===== config.mk =====
export PLATFORM = sky130hd
export DESIGN_NAME = sup_reset_ctl
export DESIGN_NICKNAME = d
export VERILOG_FILES = /design/src/rtl/sup_rst_pkg.sv /design/src/rtl/sup_sync.sv /design/src/rtl/sup_deglitch.sv /design/src/rtl/sup_rel_timer.sv /design/src/rtl/sup_reset_ctl.sv
export SDC_FILE = /design/constraint.sdc
export NUM_CORES = 1
export LEC_CHECK = 0
export ABC_AREA = 1
export CORE_AREA = 2 2 90 92
export DETAILED_ROUTE_END_ITERATION = 8
export DIE_AREA = 0 0 92 94
export DONT_BUFFER_PORTS = 1
export SYNTH_ARGS = -nofsm -noshare
export SYNTH_HDL_FRONTEND = slang
export SYNTH_SLANG_ARGS = --single-unit

===== constraint.sdc =====
create_clock -name clk -period 1.83 [get_ports clk]
set_clock_uncertainty 0.15 [all_clocks]
set_input_delay 0 -clock clk [delete_from_list [all_inputs] [get_ports clk]]
set_output_delay 0 -clock clk [all_outputs]
set_load 0.05 [all_outputs]

===== src/rtl/sup_rst_pkg.sv =====
package sup_rst_pkg;

   // Width of a counter that must hold the values 0 .. n-1.
   function automatic int cnt_width(input int n);
      return (n <= 2) ? 1 : $clog2(n);
   endfunction

endpackage


===== src/rtl/sup_sync.sv =====
module sup_sync #(
   parameter int STAGES = 2
) (
   input  logic clk,
   input  logic arst_n,
   input  logic d,
   output logic q
);
   logic [STAGES-1:0] chain;

   generate
      if (STAGES < 2) begin : g_bad_stages
         $error("sup_sync: STAGES must be at least 2");
      end
      for (genvar i = 0; i < STAGES; i++) begin : g_stage
         if (i == 0) begin : g_first
            always_ff @(posedge clk or negedge arst_n)
               if (!arst_n) chain[0] <= 1'b0;
               else         chain[0] <= d;
         end else begin : g_next
            always_ff @(posedge clk or negedge arst_n)
               if (!arst_n) chain[i] <= 1'b0;
               else         chain[i] <= chain[i-1];
         end
      end
   endgenerate

   assign q = chain[STAGES-1];
endmodule


===== src/rtl/sup_deglitch.sv =====
module sup_deglitch
   import sup_rst_pkg::*;
#(
   parameter int MIN_CYC = 4
) (
   input  logic clk,
   input  logic arst_n,
   input  logic din,
   output logic dout
);
   localparam int W = cnt_width(MIN_CYC);
   localparam logic [W-1:0] LAST = W'(MIN_CYC - 1);

   generate
      if (MIN_CYC < 1) begin : g_bad_min
         $error("sup_deglitch: MIN_CYC must be at least 1");
      end
      if (MIN_CYC == 1) begin : g_direct
         always_ff @(posedge clk or negedge arst_n)
            if (!arst_n) dout <= 1'b0;
            else         dout <= din;
      end else begin : g_counted
         logic [W-1:0] low_cnt;
         always_ff @(posedge clk or negedge arst_n) begin
            if (!arst_n) begin
               low_cnt <= '0;
               dout    <= 1'b0;
            end else if (din) begin
               low_cnt <= '0;
               dout    <= 1'b1;
            end else if (low_cnt == LAST) begin
               dout    <= 1'b0;
            end else begin
               low_cnt <= low_cnt + 1'b1;
            end
         end
      end
   endgenerate
endmodule


===== src/rtl/sup_rel_timer.sv =====
module sup_rel_timer
   import sup_rst_pkg::*;
#(
   parameter int DELAY_CYC = 20
) (
   input  logic clk,
   input  logic arst_n,
   input  logic all_ok,
   output logic released
);
   localparam int W = cnt_width(DELAY_CYC);
   localparam logic [W-1:0] LAST = W'(DELAY_CYC - 1);

   logic [W-1:0] cnt;

   generate
      if (DELAY_CYC < 1) begin : g_bad_delay
         $error("sup_rel_timer: DELAY_CYC must be at least 1");
      end
   endgenerate

   always_ff @(posedge clk or negedge arst_n) begin
      if (!arst_n) begin
         cnt      <= '0;
         released <= 1'b0;
      end else if (!all_ok) begin
         cnt      <= '0;
         released <= 1'b0;
      end else if (!released) begin
         if (cnt == LAST) released <= 1'b1;
         else             cnt      <= cnt + 1'b1;
      end
   end
endmodule


===== src/rtl/sup_reset_ctl.sv =====
module sup_reset_ctl #(
   parameter int DELAY_CYC   = 10_000_000,
   parameter int GLITCH_CYC  = 600,
   parameter int MR_MIN_CYC  = 10,
   parameter int SYNC_STAGES = 2
) (
   input  logic clk,
   input  logic pwr_min_ok,
   input  logic vdd_good,
   input  logic man_rst_n,
   input  logic pfail_cmp,
   output logic sys_rst_n,
   output logic pfail_n
);
   logic vdd_sync, mr_sync;
   logic vdd_flt, mr_flt;

   sup_sync #(.STAGES(SYNC_STAGES)) u_vdd_sync (
      .clk(clk), .arst_n(pwr_min_ok), .d(vdd_good), .q(vdd_sync));
   sup_sync #(.STAGES(SYNC_STAGES)) u_mr_sync (
      .clk(clk), .arst_n(pwr_min_ok), .d(man_rst_n), .q(mr_sync));

   sup_deglitch #(.MIN_CYC(GLITCH_CYC)) u_vdd_flt (
      .clk(clk), .arst_n(pwr_min_ok), .din(vdd_sync), .dout(vdd_flt));
   sup_deglitch #(.MIN_CYC(MR_MIN_CYC)) u_mr_flt (
      .clk(clk), .arst_n(pwr_min_ok), .din(mr_sync), .dout(mr_flt));

   sup_rel_timer #(.DELAY_CYC(DELAY_CYC)) u_timer (
      .clk(clk), .arst_n(pwr_min_ok), .all_ok(vdd_flt & mr_flt),
      .released(sys_rst_n));

   assign pfail_n = pfail_cmp;
endmodule


# ---- After elaboration in Yosys (flattened, before gate mapping)
# Cells that the tools add are included.
# W data, S select, Z words.
dict set report classes {
  add_sub_neg 3
  mul 0
  n_div 0
  magnitude_cmp 0
  eq_ne 7
  shift 0
  n_mux 14
  bitwise 1
  n_reduce_logical 3
}
# operator count
set op_table {}
lappend op_table {{$mux W24} 3}
lappend op_table {{$add A24 B1 Y24 const B} 1}
lappend op_table {{$eq A24 B24 Y1 const B} 1}
lappend op_table {{$mux W10} 2}
lappend op_table {{$add A10 B1 Y10 const B} 1}
lappend op_table {{$eq A10 B10 Y1 const B} 1}
lappend op_table {{$mux W4} 2}
lappend op_table {{$ne A2 B2 Y1 const B} 4}
lappend op_table {{$mux W1} 7}
lappend op_table {{$add A4 B1 Y4 const B} 1}
lappend op_table {{$eq A4 B4 Y1 const B} 1}
lappend op_table {{$reduce_bool A2 Y1} 2}
lappend op_table {{$reduce_and A2 Y1} 1}
lappend op_table {{$and A1 B1 Y1} 1}
dict set report word_totals {
  ff_bits 45
  latch_bits 0
  ramBits 0
  romBits 0
  input_bits 5
  output_inout_bits 2
  elab_cells 38
  mem_count 0
}

# ---- Depth between registers and ports, before layout
dict set report depth {
  ltp_word 4
  depth_mapped 10
  depth_no_buf 10
}

# ---- Modules after synthesis
# Synthesis repeated with hierarchy kept, for this count alone.
dict set report unflattened {
  hier_cells 380
  hier_area_um2 2660.1
}
# mod n_inst cells_each area_each_um2 seq_area_each_um2
set modules_own_cells {}
lappend modules_own_cells {sup_rel_timer 1 263 1685.4 625.6}
lappend modules_own_cells {{sup_deglitch (u_vdd_flt)} 1 78 598.1 275.3}
lappend modules_own_cells {{sup_deglitch (u_mr_flt)} 1 32 261.5 125.1}
lappend modules_own_cells {sup_sync 2 2 50.0 50.0}
lappend modules_own_cells {sup_reset_ctl 1 3 15.0 0.0}

# ---- Worst setup path after synthesis
# Ideal clock, no wire load.
dict set report synth_timing {
  path_type {flip-flop to flip-flop}
  from {register u_timer.cnt[0]}
  to {register u_timer.cnt[21]}
  setup_time_ps 74
  arrival_ps 1428
  required_time_ps 1606
  slack_ps 178
  path_stages_with_launch 11
  n_path_buf 1
  synth_period_minus_slack_ps 1652
  path_cell_list {dfrtp_1 > ha_1 > nand2_2 > nor2_4 > nand3_2 > nor2_2 > nand3_2 > nand2_4 > buf_6 > nand2_1 > o21ai_2}
}
dict set report synth_via {
  elab_chain_cells 4
}
# element line
set synth_lines {}
lappend synth_lines {{start, declared} sup_rel_timer.sv:14} ;# logic [W-1:0] cnt;
lappend synth_lines {{start signal, assigned} sup_rel_timer.sv:31} ;# else cnt <= cnt + 1'b1;
lappend synth_lines {{$add A24 B1 Y24} sup_rel_timer.sv:31}
lappend synth_lines {{$mux W24} sup_rel_timer.sv:30} ;# if (cnt == LAST) released <= 1'b1;
lappend synth_lines {{$mux W24} sup_rel_timer.sv:29} ;# end else if (!released) begin
lappend synth_lines {{$mux W24} sup_rel_timer.sv:26} ;# end else if (!all_ok) begin
# Several ways; a longest one is shown, not always the timed one. The select of a mux whose other input is x is not followed.
# A chain may end at the register's enable or synchronous reset.

# ---- Worst setup path in the final report
dict set report layout_timing {
  from {register u_timer.cnt[22]}
  to {register u_timer.cnt[3]}
}
dict set report layout_via {
  elab_chain_cells 3
}
# element line
set layout_lines {}
lappend layout_lines {{$eq A24 B24 Y1} sup_rel_timer.sv:30}
lappend layout_lines {{$ne A2 B2 Y1 (no source line)} --}
lappend layout_lines {{$reduce_and A2 Y1 (no source line)} --}
# Every way passes these cells.

==> impl_metrics.json <==
{
  "hold_viol_final": 0,
  "avg_wl_per_cell_um": 12.2,
  "setup_violations": 0,
  "drt-pass1-iter-count": 4,
  "p_sw_frac": 0.290,
  "final-seq-area_sq_um": 1130,
  "timing.critical_path.to_type": "flop",
  "routed-via-count": 2313,
  "multi_input_gate_area_sq_um": 1350,
  "finalWorstSetupSlack_ns": 0.104,
  "seq_area_frac_synth": 0.428,
  "timing.rr.start": "u_timer.cnt[22]",
  "global_router_s_overall_resource_usage": 0.150,
  "synth.yosys.warnings": 0,
  "syn-num-nets": 369,
  "timing.critical_path.arrival_ns": 1.79,
  "timing.critical_path.required_ns": 1.90,
  "timing.final.crit_period_ns": 1.73,
  "timing.hold.ws_ns": 0.0340,
  "num_rows": 32,
  "grt_max_degree": 46,
  "synth.avg_cell_area_sq_um": 7.31,
  "finish.net_count": 390,
  "placeableCoreArea_sq_um": 7610,
  "power-per-cell-area_nw_per_um2": 772,
  "non_filler_cells_in_the_finished_layout": 484,
  "worst_pin_slew_ns": 0.492,
  "timing.critical_path.from_type": "flop",
  "gp_congestion": 0.913,
  "cp_launch_point": "u_timer.cnt[22]",
  "ant_nets": 0,
  "yosys.area.top_type_share": 0.428,
  "top_level_ports": 7,
  "grt_antenna_before_repair": 0,
  "num_antenna_cells": 0,
  "port-buffer-count": 0,
  "layout.filler_cells": 821,
  "outcome": "completed",
  "timing.hold.worst.class": "in -> async",
  "pwr-share-clk": 0.329,
  "dpl_worst_slack_ns": 0.0293,
  "yosysTopAreaCell": "sky130_fd_sc_hd__dfrtp_1",
  "first_global_vias": 2331,
  "cts.path.max_buffers": 2,
  "worstSetupPathType": "reg -> reg",
  "layout_commonest_cell": "sky130_fd_sc_hd__nand2_1",
  "chipWidth_um": 92,
  "cts_tree": "done",
  "area_delta_synth_final_pct": 16.3,
  "floorplan.initialDensity": 0.346,
  "dieHeight_um": 94,
  "clock_pin_slew_worst_setup_and_hold_paths_ns": 0.10,
  "final.period_utilization": 0.943,
  "gr-total-overflow": 0,
  "post_synth_inst_count": 360,
  "vdd.ir_drop.worst_mv": 0.492,
  "fmax_mhz": 579,
  "power.combinational.fraction": 0.172,
  "pwr-share-seq": 0.499,
  "p_switching_uw": 686,
  "numCtsBuffers": 5,
  "final_layout_size_suffix_gt1_frac": 0.123,
  "insertion_delay_ns": 0.30,
  "detailedPlacementHpwl_mm": 4.18,
  "worst_slew_margin_rel": 0.671,
  "cts_root_buffer": "sky130_fd_sc_hd__clkbuf_8",
  "routed_wirelength_mm": 5.90,
  "drv_slew": 0,
  "cts_htree_levels": 2,
  "post-route-drc-count": 0,
  "drt_first_iter_violations": 145,
  "design.die.area_sq_um": 8650,
  "clock_sinks": 45,
  "place_inst": 468,
  "mostFrequentLayoutCells": "sky130_fd_sc_hd__nand2_1 (107), sky130_fd_sc_hd__dfrtp_1 (44), sky130_fd_sc_hd__inv_1 (42), sky130_fd_sc_hd__nor2_1 (42), sky130_fd_sc_hd__nand3_1 (36)",
  "yosys.cell_types.count": 34,
  "timing.max_cap.violations": 0,
  "p_leak_uw": 0.00139,
  "number_of_storage_elements_in_the_synthesis_netlist": 45,
  "intPower_uw": 1680,
  "power_uw": 2360,
  "post_synth_main_area_contributors": "sky130_fd_sc_hd__dfrtp_1 (43%), sky130_fd_sc_hd__nand2_1 (16%), sky130_fd_sc_hd__nand3_1 (7.0%), sky130_fd_sc_hd__nor2_1 (6.6%), sky130_fd_sc_hd__inv_1 (6.0%)",
  "netlist_area_sq_um": 2630,
  "detail_route.vias_per_cell": 4.78,
  "grt_first_pass_wirelength_mm": 10.6,
  "worstPathMaxFanout": 4
}
[registers in the layout, indices dropped and copies added (netlist names)]
name	count
u_vdd_flt.g_counted.low_cnt	10
u_mr_flt.dout	1
u_mr_sync.q	1
u_timer.released	1
u_vdd_sync.q	1
u_timer.cnt	24
u_vdd_flt.dout	1
u_mr_flt.g_counted.low_cnt	4
u_mr_sync.chain	1
u_vdd_sync.chain	1
[per-layer routing]
metal  GRT usage  wire [um]  vias up
li1            -          -     1195
met5           0          0        -
met1       0.199       2880     1076
met3      0.0233        119        6
met2       0.249       2820       36
met4      0.0547         76        0
[power groups by stage]
stage               Sequential [uW]  Combinational [uW]  Clock [uW]
floorplan                      1180                 280           0
global placement               1190                 360           0
detailed placement             1190                 364           0
CTS                            1180                 406         818
global route                   1200                 477         843
finish                         1180                 405         778
[cells by family (layout without fill, tap and decap cells)]
| group | Yosys count | in the layout | synth area share |
|---|---|---|---|
| xor+xnor | 9 | 9 | 0.0300 |
| simple gates | 215 | 216 | 0.350 |
| mux | 1 | 1 | 0.00380 |
| flops | 45 | 45 | 0.428 |
| buf+inv | 49 | 70 | 0.0837 |
| compound gates | 37 | 37 | 0.0856 |
| fa+ha+maj | 4 | 4 | 0.0190 |
[final timing paths]
path	end	slack, ns	cells after the start
worst max-delay path	u_timer.cnt[3]	0.10	7
worst min-delay path	u_mr_flt.g_counted.low_cnt[3]	0.03	2
worst max register to register	u_timer.cnt[3]	0.10	7
worst min register to register	u_mr_sync.q	0.21	0
max in group asynchronous	u_timer.cnt[7]	1.29	2
min in group clk	u_mr_sync.chain[0]	0.10	1
[per-stage QoR]
| step | setup TNS, ns | cell area [sq um] | utilization |
|---|---|---|---|
| detailed placement | 0 | 2790 | 0.367 |
| finish | 0 | 3060 | 0.402 |
| global placement | 0 | 2790 | 0.367 |
| floorplan | 0 | 2630 | - |
| global route | -0.0109 | 3060 | 0.402 |
| CTS | 0 | 2980 | 0.392 |
[cells in the mapped netlist (all sizes together)]
cell type    n
nand2      111
nor2        49
dfrtp       45
inv         42
nand3       39
o21ai       28
nand4        6
nor3         6
xor2         6
buf          5
ha           4
xnor2        3
a21oi        2
and2         2
o21bai       2
o22ai        2
a211oi       1
a31oi        1
and3         1
clkbuf       1
clkinv       1
mux2i        1
nor4         1
o31ai        1
[area by class of cell]
type                    instances  share of cell area
multi-input cells             267               0.443
repair buffers                 19              0.0564
flip-flops and latches         45               0.369
well taps                     102              0.0417
clock buffers                   5              0.0225
clock inverters                 3              0.0155
inverters                      43              0.0528
[repair_timing]
item,4_1_cts,5_1_grt
hold endpoints to repair,48,0
setup buffers,0,2
hold buffers,5,0
resized for setup,1,14
cloned,0,1
setup endpoints to repair,1,24
pin swaps,0,3
[critical path: stages, from the launching register on]
cell and delay (ns):
sky130_fd_sc_hd__dfrtp_1 0.42, sky130_fd_sc_hd__inv_1 0.14, sky130_fd_sc_hd__nand4_1 0.10, sky130_fd_sc_hd__nor2_1 0.29, sky130_fd_sc_hd__nand2_1 0.16, sky130_fd_sc_hd__nand2_2 0.13
sky130_fd_sc_hd__nand2_1 0.10, sky130_fd_sc_hd__o21ai_0 0.16
Power figures use the tool's default switching activity.
